--- src/rtl/spim_pkg.sv ---
package spim_pkg;

    localparam int REG_W  = 8;
    localparam int REG_AW = 3;

    // Register byte offsets
    localparam logic [REG_AW-1:0] OFS_MODE = 3'd0;
    localparam logic [REG_AW-1:0] OFS_RXD  = 3'd1;
    localparam logic [REG_AW-1:0] OFS_TXD  = 3'd2;
    localparam logic [REG_AW-1:0] OFS_CTRL = 3'd3;
    localparam logic [REG_AW-1:0] OFS_STAT = 3'd4;
    localparam logic [REG_AW-1:0] OFS_DIV  = 3'd6;

    // Configuration byte, bit 4 down to bit 0
    typedef struct packed {
        logic samp_lead;   // 1: sample on leading edge
        logic en;          // port enable
        logic lsb_first;   // bit order
        logic cpol;        // idle level of the serial clock
        logic loop_back;   // internal return path
    } mode_t;

    localparam int MODE_W = $bits(mode_t);

    function automatic logic [REG_W-1:0] pack_status(input logic busy, input logic ready);
        return {{(REG_W-2){1'b0}}, busy, ready};
    endfunction

endpackage

--- src/rtl/spim_tick_gen.sv ---
module spim_tick_gen #(
    parameter int DIV_W = 8
) (
    input  logic             clk,
    input  logic             rst,
    input  logic             run,
    input  logic [DIV_W-1:0] div,
    output logic             tick
);
    localparam int CNT_W = DIV_W + 1;

    logic [CNT_W-1:0] cnt;
    logic [CNT_W-1:0] half_m1;

    // half period in system clocks is 2*(div+1); terminal count 2*div+1
    assign half_m1 = {div, 1'b1};
    assign tick    = run && (cnt == half_m1);

    always_ff @(posedge clk) begin
        if (rst || !run) begin
            cnt <= '0;
        end else if (tick) begin
            cnt <= '0;
        end else begin
            cnt <= cnt + 1'b1;
        end
    end

    // half period is at least two cycles, so ticks never touch
    assert_tick_spacing_R7: assert property (@(posedge clk) disable iff (rst)
        tick |=> !tick);

endmodule

--- src/rtl/spim_shift_engine.sv ---
module spim_shift_engine
    import spim_pkg::*;
#(
    parameter int DATA_W = 8
) (
    input  logic              clk,
    input  logic              rst,
    input  logic              start,
    input  logic              tick,
    input  mode_t             cfg,
    input  logic [DATA_W-1:0] tx_byte,
    input  logic              miso,
    output logic              active,
    output logic              sck,
    output logic              mosi,
    output logic              done,
    output logic [DATA_W-1:0] rx_byte
);
    localparam int EDGES = 2 * DATA_W;
    localparam int EC_W  = $clog2(EDGES + 1);
    localparam int IDX_W = $clog2(DATA_W);

    logic [EC_W-1:0]   edges;
    logic [DATA_W-1:0] tx_sh;
    logic [DATA_W-1:0] rx_sh;
    logic [DATA_W-1:0] rx_next;
    logic [EC_W-1:0]   obuf;
    logic [IDX_W-1:0]  oidx;
    logic [IDX_W-1:0]  sidx;
    logic              cpha;
    logic              sample_now;
    logic              rx_in;

    function automatic logic [IDX_W-1:0] order_pos(input logic lsb, input logic [IDX_W-1:0] i);
        return lsb ? i : IDX_W'(DATA_W - 1) - i;
    endfunction

    assign cpha = ~cfg.samp_lead;

    // bit being presented: advances on trailing edges (cpha 0) or leading edges (cpha 1)
    assign obuf = (cpha && (edges != '0)) ? edges - 1'b1 : edges;
    assign oidx = IDX_W'(obuf >> 1);
    assign sidx = IDX_W'(edges >> 1);

    assign sck  = cfg.cpol ^ edges[0];
    assign mosi = active ? tx_sh[order_pos(cfg.lsb_first, oidx)] : 1'b0;

    assign rx_in      = cfg.loop_back ? mosi : miso;
    assign sample_now = active && tick && (edges[0] == cpha);
    assign done       = active && tick && (edges == EC_W'(EDGES - 1));

    always_comb begin
        rx_next = rx_sh;
        if (sample_now) begin
            rx_next[order_pos(cfg.lsb_first, sidx)] = rx_in;
        end
    end

    assign rx_byte = rx_next;

    always_ff @(posedge clk) begin
        if (rst) begin
            active <= 1'b0;
            edges  <= '0;
            tx_sh  <= '0;
            rx_sh  <= '0;
        end else if (start && !active) begin
            active <= 1'b1;
            edges  <= '0;
            tx_sh  <= tx_byte;
            rx_sh  <= '0;
        end else if (active && tick) begin
            rx_sh <= rx_next;
            if (done) begin
                active <= 1'b0;
                edges  <= '0;
            end else begin
                edges <= edges + 1'b1;
            end
        end
    end

    assert_end_after_last_R2: assert property (@(posedge clk) disable iff (rst)
        done |=> !active);

    assert_shadow_hold_R11: assert property (@(posedge clk) disable iff (rst)
        (active && !done) |=> $stable(tx_sh));

endmodule

--- src/rtl/spim_byte_master.sv ---
module spim_byte_master
    import spim_pkg::*;
#(
    parameter int DATA_W = 8,
    parameter int DIV_W  = 8
) (
    input  logic              clk,
    input  logic              rst,
    input  logic              reg_wr,
    input  logic              reg_rd,
    input  logic [2:0]        reg_addr,
    input  logic [7:0]        reg_wdata,
    output logic [7:0]        reg_rdata,
    output logic              sck,
    output logic              mosi,
    input  logic              miso,
    output logic              irq
);
    mode_t             mode_q;
    logic [DIV_W-1:0]  div_q;
    logic [DATA_W-1:0] tx_q;
    logic [DATA_W-1:0] rx_q;
    logic              rdy_q;
    logic              tail_q;

    logic              eng_active;
    logic              eng_done;
    logic              tick;
    logic [DATA_W-1:0] eng_rx;
    logic              busy;
    logic              start_req;
    logic              wr_cfg_ok;

    assign busy      = eng_active | tail_q;
    assign wr_cfg_ok = reg_wr && !busy;
    assign start_req = reg_wr && (reg_addr == OFS_CTRL) && reg_wdata[0]
                       && mode_q.en && !busy;

    spim_tick_gen #(.DIV_W(DIV_W)) u_tick (
        .clk  (clk),
        .rst  (rst),
        .run  (eng_active),
        .div  (div_q),
        .tick (tick)
    );

    spim_shift_engine #(.DATA_W(DATA_W)) u_engine (
        .clk     (clk),
        .rst     (rst),
        .start   (start_req),
        .tick    (tick),
        .cfg     (mode_q),
        .tx_byte (tx_q),
        .miso    (miso),
        .active  (eng_active),
        .sck     (sck),
        .mosi    (mosi),
        .done    (eng_done),
        .rx_byte (eng_rx)
    );

    always_ff @(posedge clk) begin
        if (rst) begin
            mode_q <= '0;
            div_q  <= '0;
            tx_q   <= '0;
        end else begin
            if (wr_cfg_ok && reg_addr == OFS_MODE) mode_q <= mode_t'(reg_wdata[MODE_W-1:0]);
            if (wr_cfg_ok && reg_addr == OFS_DIV)  div_q  <= reg_wdata[DIV_W-1:0];
            if (reg_wr && reg_addr == OFS_TXD)     tx_q   <= reg_wdata[DATA_W-1:0];
        end
    end

    always_ff @(posedge clk) begin
        if (rst) begin
            rx_q   <= '0;
            rdy_q  <= 1'b0;
            tail_q <= 1'b0;
        end else begin
            tail_q <= eng_done;
            if (eng_done) begin
                rx_q  <= eng_rx;
                rdy_q <= 1'b1;
            end else if (reg_rd && reg_addr == OFS_RXD) begin
                rdy_q <= 1'b0;
            end
        end
    end

    always_comb begin
        unique case (reg_addr)
            OFS_MODE: reg_rdata = {{(REG_W-MODE_W){1'b0}}, mode_q};
            OFS_RXD:  reg_rdata = REG_W'(rx_q);
            OFS_TXD:  reg_rdata = REG_W'(tx_q);
            OFS_STAT: reg_rdata = pack_status(busy, rdy_q);
            OFS_DIV:  reg_rdata = REG_W'(div_q);
            default:  reg_rdata = '0;
        endcase
    end

    assign irq = rdy_q & mode_q.en;

    assert_busy_overlap_R8: assert property (@(posedge clk) disable iff (rst)
        $rose(rdy_q) |-> busy);

    assert_busy_drop_R8: assert property (@(posedge clk) disable iff (rst)
        $rose(rdy_q) |=> !busy);

    assert_sck_idle_R3: assert property (@(posedge clk) disable iff (rst)
        !eng_active |-> (sck == mode_q.cpol));

    assert_cfg_frozen_R13: assert property (@(posedge clk) disable iff (rst)
        busy |=> ($stable(mode_q) && $stable(div_q)));

    assert_read_clears_R9: assert property (@(posedge clk) disable iff (rst)
        (reg_rd && reg_addr == OFS_RXD && !eng_done) |=> !irq);

    assert_disabled_start_R12: assert property (@(posedge clk) disable iff (rst)
        (reg_wr && reg_addr == OFS_CTRL && !mode_q.en && !busy) |=> !eng_active);

endmodule

--- config.mk ---
export PLATFORM = sky130hd
export DESIGN_NAME = spim_byte_master
export DESIGN_NICKNAME = d
export VERILOG_FILES = /design/src/rtl/spim_pkg.sv /design/src/rtl/spim_tick_gen.sv /design/src/rtl/spim_shift_engine.sv /design/src/rtl/spim_byte_master.sv
export SDC_FILE = /design/constraint.sdc
export NUM_CORES = 1
export LEC_CHECK = 0
export CORE_ASPECT_RATIO = 1.4
export CORE_MARGIN = 4
export CORE_UTILIZATION = 57
export DETAILED_ROUTE_END_ITERATION = 10
export PLACE_DENSITY = 0.83
export SYNTH_ARGS = -nofsm -noshare
export SYNTH_HDL_FRONTEND = slang
export SYNTH_SLANG_ARGS = --single-unit
--- constraint.sdc ---
create_clock -name clk -period 3.23 [get_ports clk]
set_input_delay 0.646 -clock clk [delete_from_list [all_inputs] [get_ports clk]]
set_output_delay 0.646 -clock clk [all_outputs]
set_load 0.03 [all_outputs]
Word level (Yosys, flattened, before mapping) --
Index checks and enable logic that the tools add are counted.
Cells by class: $add $sub $neg 5, $lt $le $gt $ge 3, eq/ne operators 8, muxes and demuxes 18, bitwise gates (word level) 4, reduce and logical (&&, ||, !) cells 27
Operator list (number):
- 8-bit one-hot mux with 5 select lines | 1
- 1-bit logical AND | 16
- 9-bit by 1-bit adder with 9-bit output (second input constant) | 1
- 9-bit == test | 1
- 1-bit 2-to-1 mux | 9
- 8-bit bitwise mux | 1
- 3-bit by 4-bit less-than comparator with 1-bit output (second input constant) | 2
- 8-bit 2-to-1 mux | 1
- 3-bit by 2-bit == test with 1-bit output (second input constant) | 2
- 3-bit == test (second input constant) | 2
- 3-bit 2-to-1 mux | 2
- 2-bit nonzero test | 3
- 3-bit subtractor (first input constant) | 2
- 5-bit by 1-bit adder with 5-bit output (second input constant) | 1
- 5-bit by 4-bit == test with 1-bit output (second input constant) | 1
- 5-bit 2-to-1 mux | 1
- 5-bit nonzero test | 1
- 4-bit 2-to-1 mux | 1
- 2-bit OR reduction | 2
- 4-bit by 1-bit subtractor with 4-bit output (second input constant) | 1
- 1-bit binary-select mux with 3-bit select | 1
- 1-bit demux with 3-bit select | 1
- 3-bit by 1-bit == test with 1-bit output (second input constant) | 1
- 3-bit by 1-bit greater-or-equal comparator with 1-bit output (second input constant) | 1
- other kinds (9) | 10
Storage, ports and cells: register bits 62, input bits 16, output and inout bits 11, word-level logic and storage cells 80

Longest topological paths before layout --
Gate-level depths: netlist of run 1.
word-level depth 11, depth in mapped cells 11, depth with buffers taken out 9

Cells and area by module --
From an unflattened synthesis of run 1, not the netlist that was laid out.
Second synthesis, totals: cell total of the unflattened synthesis 383, area, all modules 3325.7 sq um
By module, submodules not included:
- spim_byte_master | instances 1, cells each 159, area an instance 1490.2 sq um, sequential area each 620.6 sq um
- spim_shift_engine | instances 1, cells each 173, area an instance 1368.8 sq um, sequential area each 440.4 sq um
- spim_tick_gen | instances 1, cells each 51, area an instance 466.7 sq um, sequential area each 180.2 sq um

Least setup slack after synthesis of run 1 --
OpenSTA, ideal clock, no wires.
kind register to output, start register u_engine.edges[0], end output mosi, arrival time 2.296 ns, required time 2.584 ns, setup slack 0.288 ns, stages on the path, launching flop included 11, buffers on the path 1, cell sequence dfxtp_1 > clkbuf_1 > inv_1 > ha_1 > nor4b_4 > nor3b_2 > xnor2_4 > mux2i_1 > mux2i_1 > mux2i_1 > nor2b_1
On the way: longest elaborated chain between the ends 8, elaborated cells on any way between the ends 9, those cells by class add/sub (2); mux (5); reduce/logical (2)
Ends and longest elaborated chain:
- start, declared | line spim_shift_engine.sv:23 | logic [EC_W-1:0] edges;
- start signal, assigned | line spim_shift_engine.sv:78 | edges <= edges + 1'b1;
- parallel branches: the longest is 2 deep, another holds 4-bit by 1-bit subtractor with 4-bit output
- 4-bit 2-to-1 mux (*) | line spim_shift_engine.sv:41 | assign obuf = (cpha && (edges != '0)) ? edges - 1'b1 : edges;
- 3-bit subtractor | line spim_shift_engine.sv:35 | return lsb ? i : IDX_W'(DATA_W - 1) - i;
- 3-bit 2-to-1 mux (*) | line spim_shift_engine.sv:35
- 1-bit binary-select mux with 3-bit select (*) | line spim_shift_engine.sv:46 | assign mosi = active ? tx_sh[order_pos(cfg.lsb_first, oidx)] : 1'b0;
- 1-bit 2-to-1 mux (not written as such) (*) | line spim_shift_engine.sv:46
- 1-bit 2-to-1 mux (*) | line spim_shift_engine.sv:46
- end, declared | line spim_byte_master.sv:15 | output logic mosi,
Mark *: on every way between the ends. The select of a mux whose other input is x is not followed.

Final worst setup path of run 1 --
start register u_engine.edges[1], end output mosi
Same word-level chain as after synthesis.

==> flow_metrics.py, run 1 <==
metrics = {
    "run_status": {
        "outcome": "completed",
    },
    "yosys": {
        "netlist_area_mm2": 0.003115,
        "synth_warnings": 0,
        "synthDistinctLibCells": 44,
        "syn_inst": 359,
        "ys_seq_area_frac": 0.3984,
        "synth_enable_flop_cells": 0,
        "ys.flop_type": "dfxtp_1",
        "ys_async_sr_fraction": 0,
        "synth_fp_nets": 379,
        "synth-seq-cells": 62,
        "synth_area_per_cell_um2": 8.678,
    },
    "timing": {
        "rsz0062_at_grt": "no",
        "fmax_mhz": 323.7,
        "max_slew.worst_pin.slew_ns": 0.6987,
        "setup-violations-final": 0,
        "finClkSkew_ns": 0.008467,
        "finalSetupTns_ns": 0,
        "drv_slew": 0,
        "min_period_ns": 3.090,
        "finalCritPeriodShare": 0.9565,
        "hold_viol_final": 0,
        "relSlewSlack": 0.5316,
    },
    "clock_tree": {
        "cts_tree": "done",
        "hold_buffers": 0,
        "clk_pin_slew_ns": 0.07,
        "clock_path_buffers": 2,
        "clock_latency_ns": 0.34,
        "numCtsBuffers": 9,
        "ctsHtreeMaxLevel": 3,
        "clock-root-buffer": "clkbuf_8",
        "cts_sinks": 62,
    },
    "routing": {
        "first_pass_iters": 5,
        "drt-total-wl_um": 7700,
        "num_vias": 2688,
        "ant_nets": 0,
        "drt_first_iter_violations": 182,
        "route.detailed.drc": 0,
        "routedWlPerCell_um": 16.67,
        "vias_per_cell": 5.818,
    },
    "final_layout": {
        "fin_area_mm2": 0.003689,
        "antennaDiodeCount": 0,
        "drive_above_1_share": 0.1490,
        "layout_commonest_cell": "dfxtp_1",
        "fin_nets": 411,
        "area_delta_synth_final_pct": 18.39,
        "fillers": 424,
        "fin_util": 0.7044,
        "layout_common_cells": "dfxtp_1 (59), nor2_1 (55), mux2i_1 (42)",
    },
    "critical_path": {
        "critPathSlowestCell": "dfxtp_4",
        "r2r_end": "rx_q[6]",
        "worstPathCellList": "inv_1 > ha_2 > nor4b_4 > buf_4 > nor3b_4 > xnor2_4 > mux2i_1 > mux2i_1 > mux2i_1 > nor2b_1 > buf_4",
        "criticalPathCategory": "flop to output pin",
        "cp-start-kind": "flop",
        "worstSetupEndpointType": "output pin",
        "crit_fanout": 6,
        "cpPeakStageDelay_ns": 0.37,
        "required_ns": 2.58,
        "crit_arrival_ns": 2.44,
        "rr_worst_depth": 7,
        "worstReg2RegStart": "u_tick.cnt[2]",
        "setup.worst_path.start": "u_engine.edges[1]",
        "ff2ff_setup_slack_ns": 0.65,
        "crit_top_cell": "mux2i_1",
    },
    "min_path": {
        "worst_hold_path.endpoint": "rx_q[2]",
        "hp-class": "flop to flop",
        "hold_start": "rx_q[2]",
        "hold_depth": 2,
    },
    "power": {
        "pwr_density_cell_mw_per_mm2": 423.9,
        "p_leak_nw": 1.440,
        "peakVddDrop_uv": 236.8,
    },
    "global_routing": {
        "grt_pass1_vias": 2665,
        "antenna_found_initial": 0,
        "grt_overflow": 0,
        "grt_usage": 0.2467,
        "grt_start_max_net_pins": 43,
        "grt_pass1_wl_um": 12740,
    },
    "floorplan": {
        "core_area_mm2": 0.005236,
        "die_w_um": 70.48,
        "core.rowCount": 31,
        "initial_core_util": 0.5950,
        "pin_count": 27,
        "die-height_um": 95.48,
        "dieArea_mm2": 0.006729,
    },
    "placement": {
        "place.detailed.hpwl_um": 5631,
        "portBuffers": 26,
        "placed_cell_area_mm2": 0.003440,
        "gp_congestion": 0.8542,
    },
    "run": {
        "cap_violations": 0,
    },
}
==> cell families (layout without fill, tap and decap cells) <==
| family | count (synthesis) | in the layout | synth area share |
|---|---|---|---|
| mux | 44 | 44 | 0.1422 |
| compound gates | 59 | 59 | 0.1108 |
| flops | 62 | 62 | 0.3984 |
| buf+inv | 28 | 65 | 0.03695 |
| simple gates | 137 | 137 | 0.2193 |
| fa+ha+maj | 4 | 4 | 0.01606 |
| xor+xnor | 25 | 25 | 0.07631 |
==> cells in the mapped netlist, types with 5 or more instances <==
library cell	number	area, um^2
dfxtp_1	62	1241
a21oi_1	22	110.1
nand2_1	29	108.9
nor2b_1	6	37.54
nor4_1	5	31.28
xor2_1	11	96.34
buf_2	5	25.02
a31oi_1	10	62.56
mux2i_1	42	420.4
clkbuf_1	12	45.04
o21ai_0	12	60.06
inv_1	8	30.03
nand3_1	12	60.06
xnor2_1	13	113.9
nor2_1	55	206.5
==> where the power goes <==
part / switching [mW] / internal (mW) / total (mW)
Combinational: 0.0476 / 0.0414 / 0.0890
Sequential: 0.00730 / 0.768 / 0.776
Clock: 0.301 / 0.398 / 0.699
Total: 0.356 / 1.21 / 1.56
==> state kept, by name, indices dropped and copies added, names as in the netlist <==
name             count
u_engine.tx_sh       8
rx_q                 8
mode_q               5
tail_q               1
u_engine.edges       5
div_q                8
tx_q                 8
u_engine.active      1
u_engine.rx_sh       8
rdy_q                1
u_tick.cnt           9
==> cell type report <==
type,count,area (um^2),area share
Sequential cell,62,1250,0.3389
Timing Repair Buffer,41,350.3,0.09498
Clock inverter,3,42.54,0.01153
Multi-Input combinational cell,269,1774,0.4810
Clock buffer,13,158.9,0.04308
Tap cell,66,82.58,0.02239
Inverter,8,30.03,0.008141
==> repair_timing <==
item,in CTS,in global routing
pin swaps,1,3
buffers inserted,0,4
gates resized for setup,2,7
endpoints found under the setup margin,1,1
==> worst max-delay path, delay by kind of cell, from the launching register on <==
| family | cells | cell delay, ns |
|---|---|---|
| simple gates | 3 | 0.54 |
| mux | 3 | 0.42 |
| buf+inv | 3 | 0.41 |
| flops | 1 | 0.37 |
| xor+xnor | 1 | 0.18 |
| fa+ha+maj | 1 | 0.17 |
==> layer usage <==
layer,GRT usage,routed length (um)
met4,0.1438,323
met2,0.4305,3934
met5,0,0
met1,0.2734,3050
met3,0.05591,392
==> metrics by stage <==
step           cells  power (mW)  hold slack, ns  setup slack, ns
2_1_floorplan    359      0.8387          0.4287           0.2879
3_3_place_gp     442      0.8817          0.4443           0.4373
3_5_place_dp     442      0.8822          0.4510           0.3608
4_1_cts          458       1.578          0.4607          0.04449
5_1_grt          462       1.617          0.4805          0.01482
6_report         462       1.563          0.4590           0.1404
==> how the worst max path moves through the flow <==
stage          depth (start not counted)  slack [ns]  endpoint
2_1_floorplan                         10        0.29      mosi
3_3_place_gp                           9        0.44      mosi
3_5_place_dp                           9        0.36      mosi
4_1_cts                               10        0.04      mosi
5_1_grt                               11        0.01      mosi
6_report                              11        0.14      mosi
Note: power is estimated with default switching activity, not from simulation.
==> run 2: changes to the inputs <==
- CORE_UTILIZATION: 57 -> 60
- CTS_BUF_LIST: unset -> sky130_fd_sc_hd__clkbuf_4
- PLACE_DENSITY: 0.83 -> 0.86
==> run 2 against run 1 <==
Against the previous run:
- largest power group unchanged
- routed wire length fell by 2.7%
- final cell count down 0.43%
- via count fell by 0.93%
- clock skew grew 0.0051 ns
==> flow_metrics.py, run 2 (synthesis gave the netlist of run 1 again) <==
metrics = {
    "run_status": {
        "outcome": "completed",
    },
    "critical_path": {
        "crit_arrival_ns": 2.52,
        "critPathSlowestCell": "dfxtp_4",
        "cpPeakStageDelay_ns": 0.37,
        "worstSetupEndpointType": "output pin",
        "cp-start-kind": "flop",
        "crit_top_cell": "mux2i_1",
        "worstPathCellList": "inv_4 > ha_4 > nor4b_4 > buf_4 > nor3b_4 > xnor2_4 > mux2i_1 > mux2i_1 > mux2i_1 > nor2b_1 > buf_4",
        "required_ns": 2.58,
        "criticalPathCategory": "flop to output pin",
        "critPathBufInv": 3,
        "crit_fanout": 4,
        "critical-path-top-delay-family": "simple AND/OR/NAND/NOR gates",
    },
    "floorplan": {
        "die-height_um": 93.26,
        "pin_count": 27,
        "dieArea_mm2": 0.006426,
        "die_w_um": 68.90,
        "initial_core_util": 0.6288,
        "core.rowCount": 30,
        "core_area_mm2": 0.004955,
    },
    "power": {
        "pwr_density_cell_mw_per_mm2": 418.5,
        "p_leak_nw": 1.439,
        "peakVddDrop_uv": 352.0,
    },
    "placement": {
        "place.detailed.hpwl_um": 5439,
        "gp_congestion": 0.8572,
        "preCtsSetupSlack_ns": 0.3070,
        "placed_cell_area_mm2": 0.003430,
        "portBuffers": 26,
    },
    "timing": {
        "fmax_mhz": 315.5,
        "drv_slew": 0,
        "setup-violations-final": 0,
        "relSlewSlack": 0.5619,
        "max_slew.worst_pin.slew_ns": 0.6536,
        "min_period_ns": 3.170,
        "finalCritPeriodShare": 0.9813,
        "rsz0062_at_grt": "yes",
        "hold_viol_final": 0,
        "hold_ws_ns": 0.4680,
        "fin_ws_ns": 0.06040,
        "finClkSkew_ns": 0.01362,
    },
    "clock_tree": {
        "clock_latency_ns": 0.41,
        "cts_tree": "done",
        "clk_pin_slew_ns": 0.10,
        "clock_path_buffers": 2,
        "clock-root-buffer": "clkbuf_4",
        "cts_sinks": 62,
        "numCtsBuffers": 9,
        "ctsHtreeMaxLevel": 3,
    },
    "final_layout": {
        "layout_common_cells": "dfxtp_1 (59), nor2_1 (55), mux2i_1 (42)",
        "fin_nets": 411,
        "antennaDiodeCount": 0,
        "layout_commonest_cell": "dfxtp_1",
        "largest_reg_flops": 9,
        "fin_area_mm2": 0.003675,
        "drive_above_1_share": 0.1540,
        "regMostFlops": "u_tick.cnt",
        "area_delta_synth_final_pct": 17.95,
    },
    "routing": {
        "drt_first_iter_violations": 230,
        "wl_met3_um": 413,
        "wl_met2_um": 3613,
        "routedWlPerCell_um": 16.28,
        "route.detailed.drc": 0,
        "num_vias": 2663,
        "drt-total-wl_um": 7491,
        "ant_nets": 0,
        "vias_per_cell": 5.789,
        "highest_layer": "met4",
        "met1_length_um": 3146,
        "first_pass_iters": 5,
    },
    "global_routing": {
        "grt_usage": 0.2633,
        "grt_start_max_net_pins": 43,
        "grt_pass1_wl_um": 12560,
        "grt_pass1_vias": 2605,
        "grt_overflow": 0,
        "antenna_found_initial": 0,
    },
    "run": {
        "cap_violations": 0,
    },
    "min_path": {
        "hp-class": "flop to flop",
    },
}
[run 2: cell count changes in the layout (fill, tap and decap cells not counted), moves of 2 or more]
cell and delta:
clkbuf_8 -11, clkbuf_4 +9, bufinv_16 +2, clkbuf_1 -2
[run 2: final timing paths]
| path | cells after the start | slack (ns) | start | endpoint |
|---|---|---|---|---|
| setup / recovery | 11 | 0.06 | u_engine.edges[0] | mosi |
| setup reg to reg | 11 | 0.62 | u_engine.edges[0] | rx_q[7] |
| hold reg to reg | 2 | 0.47 | rx_q[2] | rx_q[2] |
| hold / removal | 2 | 0.47 | rx_q[2] | rx_q[2] |
[run 2: timing repair]
item	4_1_cts	5_1_grt
endpoints found under the setup margin	1	1
hold buffers	0	0
pin swaps	1	4
gates resized for setup	4	7
hold endpoints to repair	0	0
buffers inserted	3	2
[run 2: metal layers]
| metal | vias to the layer above | track usage |
|---|---|---|
| li1 | 1319 | - |
| met2 | 95 | 0.4061 |
| met3 | 28 | 0.07813 |
| met4 | 0 | 0.1447 |
| met1 | 1221 | 0.3200 |
| met5 | - | 0 |
[run 2: metrics by stage]
stage          power, mW  instances  utilization  TNS [ns]
6_report           1.538        460       0.7417         0
5_1_grt            1.597        460       0.7417  -0.06442
4_1_cts            1.545        458       0.7351         0
3_5_place_dp      0.8795        439       0.6922         0
3_3_place_gp      0.8784        439       0.6922         0
2_1_floorplan     0.8387        359            -         0
[run 2: power by group]
part | switching (mW) | internal, mW
clock network | 0.287 | 0.388
logic | 0.0463 | 0.0399
registers | 0.00773 | 0.769
[run 2: area by class of cell]
type / instances / area (um^2)
inverter: 8 / 32.53
clock inverter: 7 / 112.6
multi-input combinational: 269 / 1784
sequential: 62 / 1247
clock buffer: 9 / 67.56
timing repair buffer: 41 / 350.3
tap: 64 / 80.08
fill: 365 / 1280
[run 2: worst register-to-register path: stages (launching register included)]
cell and delay (ns):
dfxtp_4 0.37, inv_4 0.04, ha_4 0.14, nor4b_4 0.13
buf_4 0.16, nor3b_4 0.27, xnor2_4 0.18, mux2i_1 0.24
mux2i_1 0.12, buf_4 0.15, a22oi_2 0.47, a31oi_1 0.18
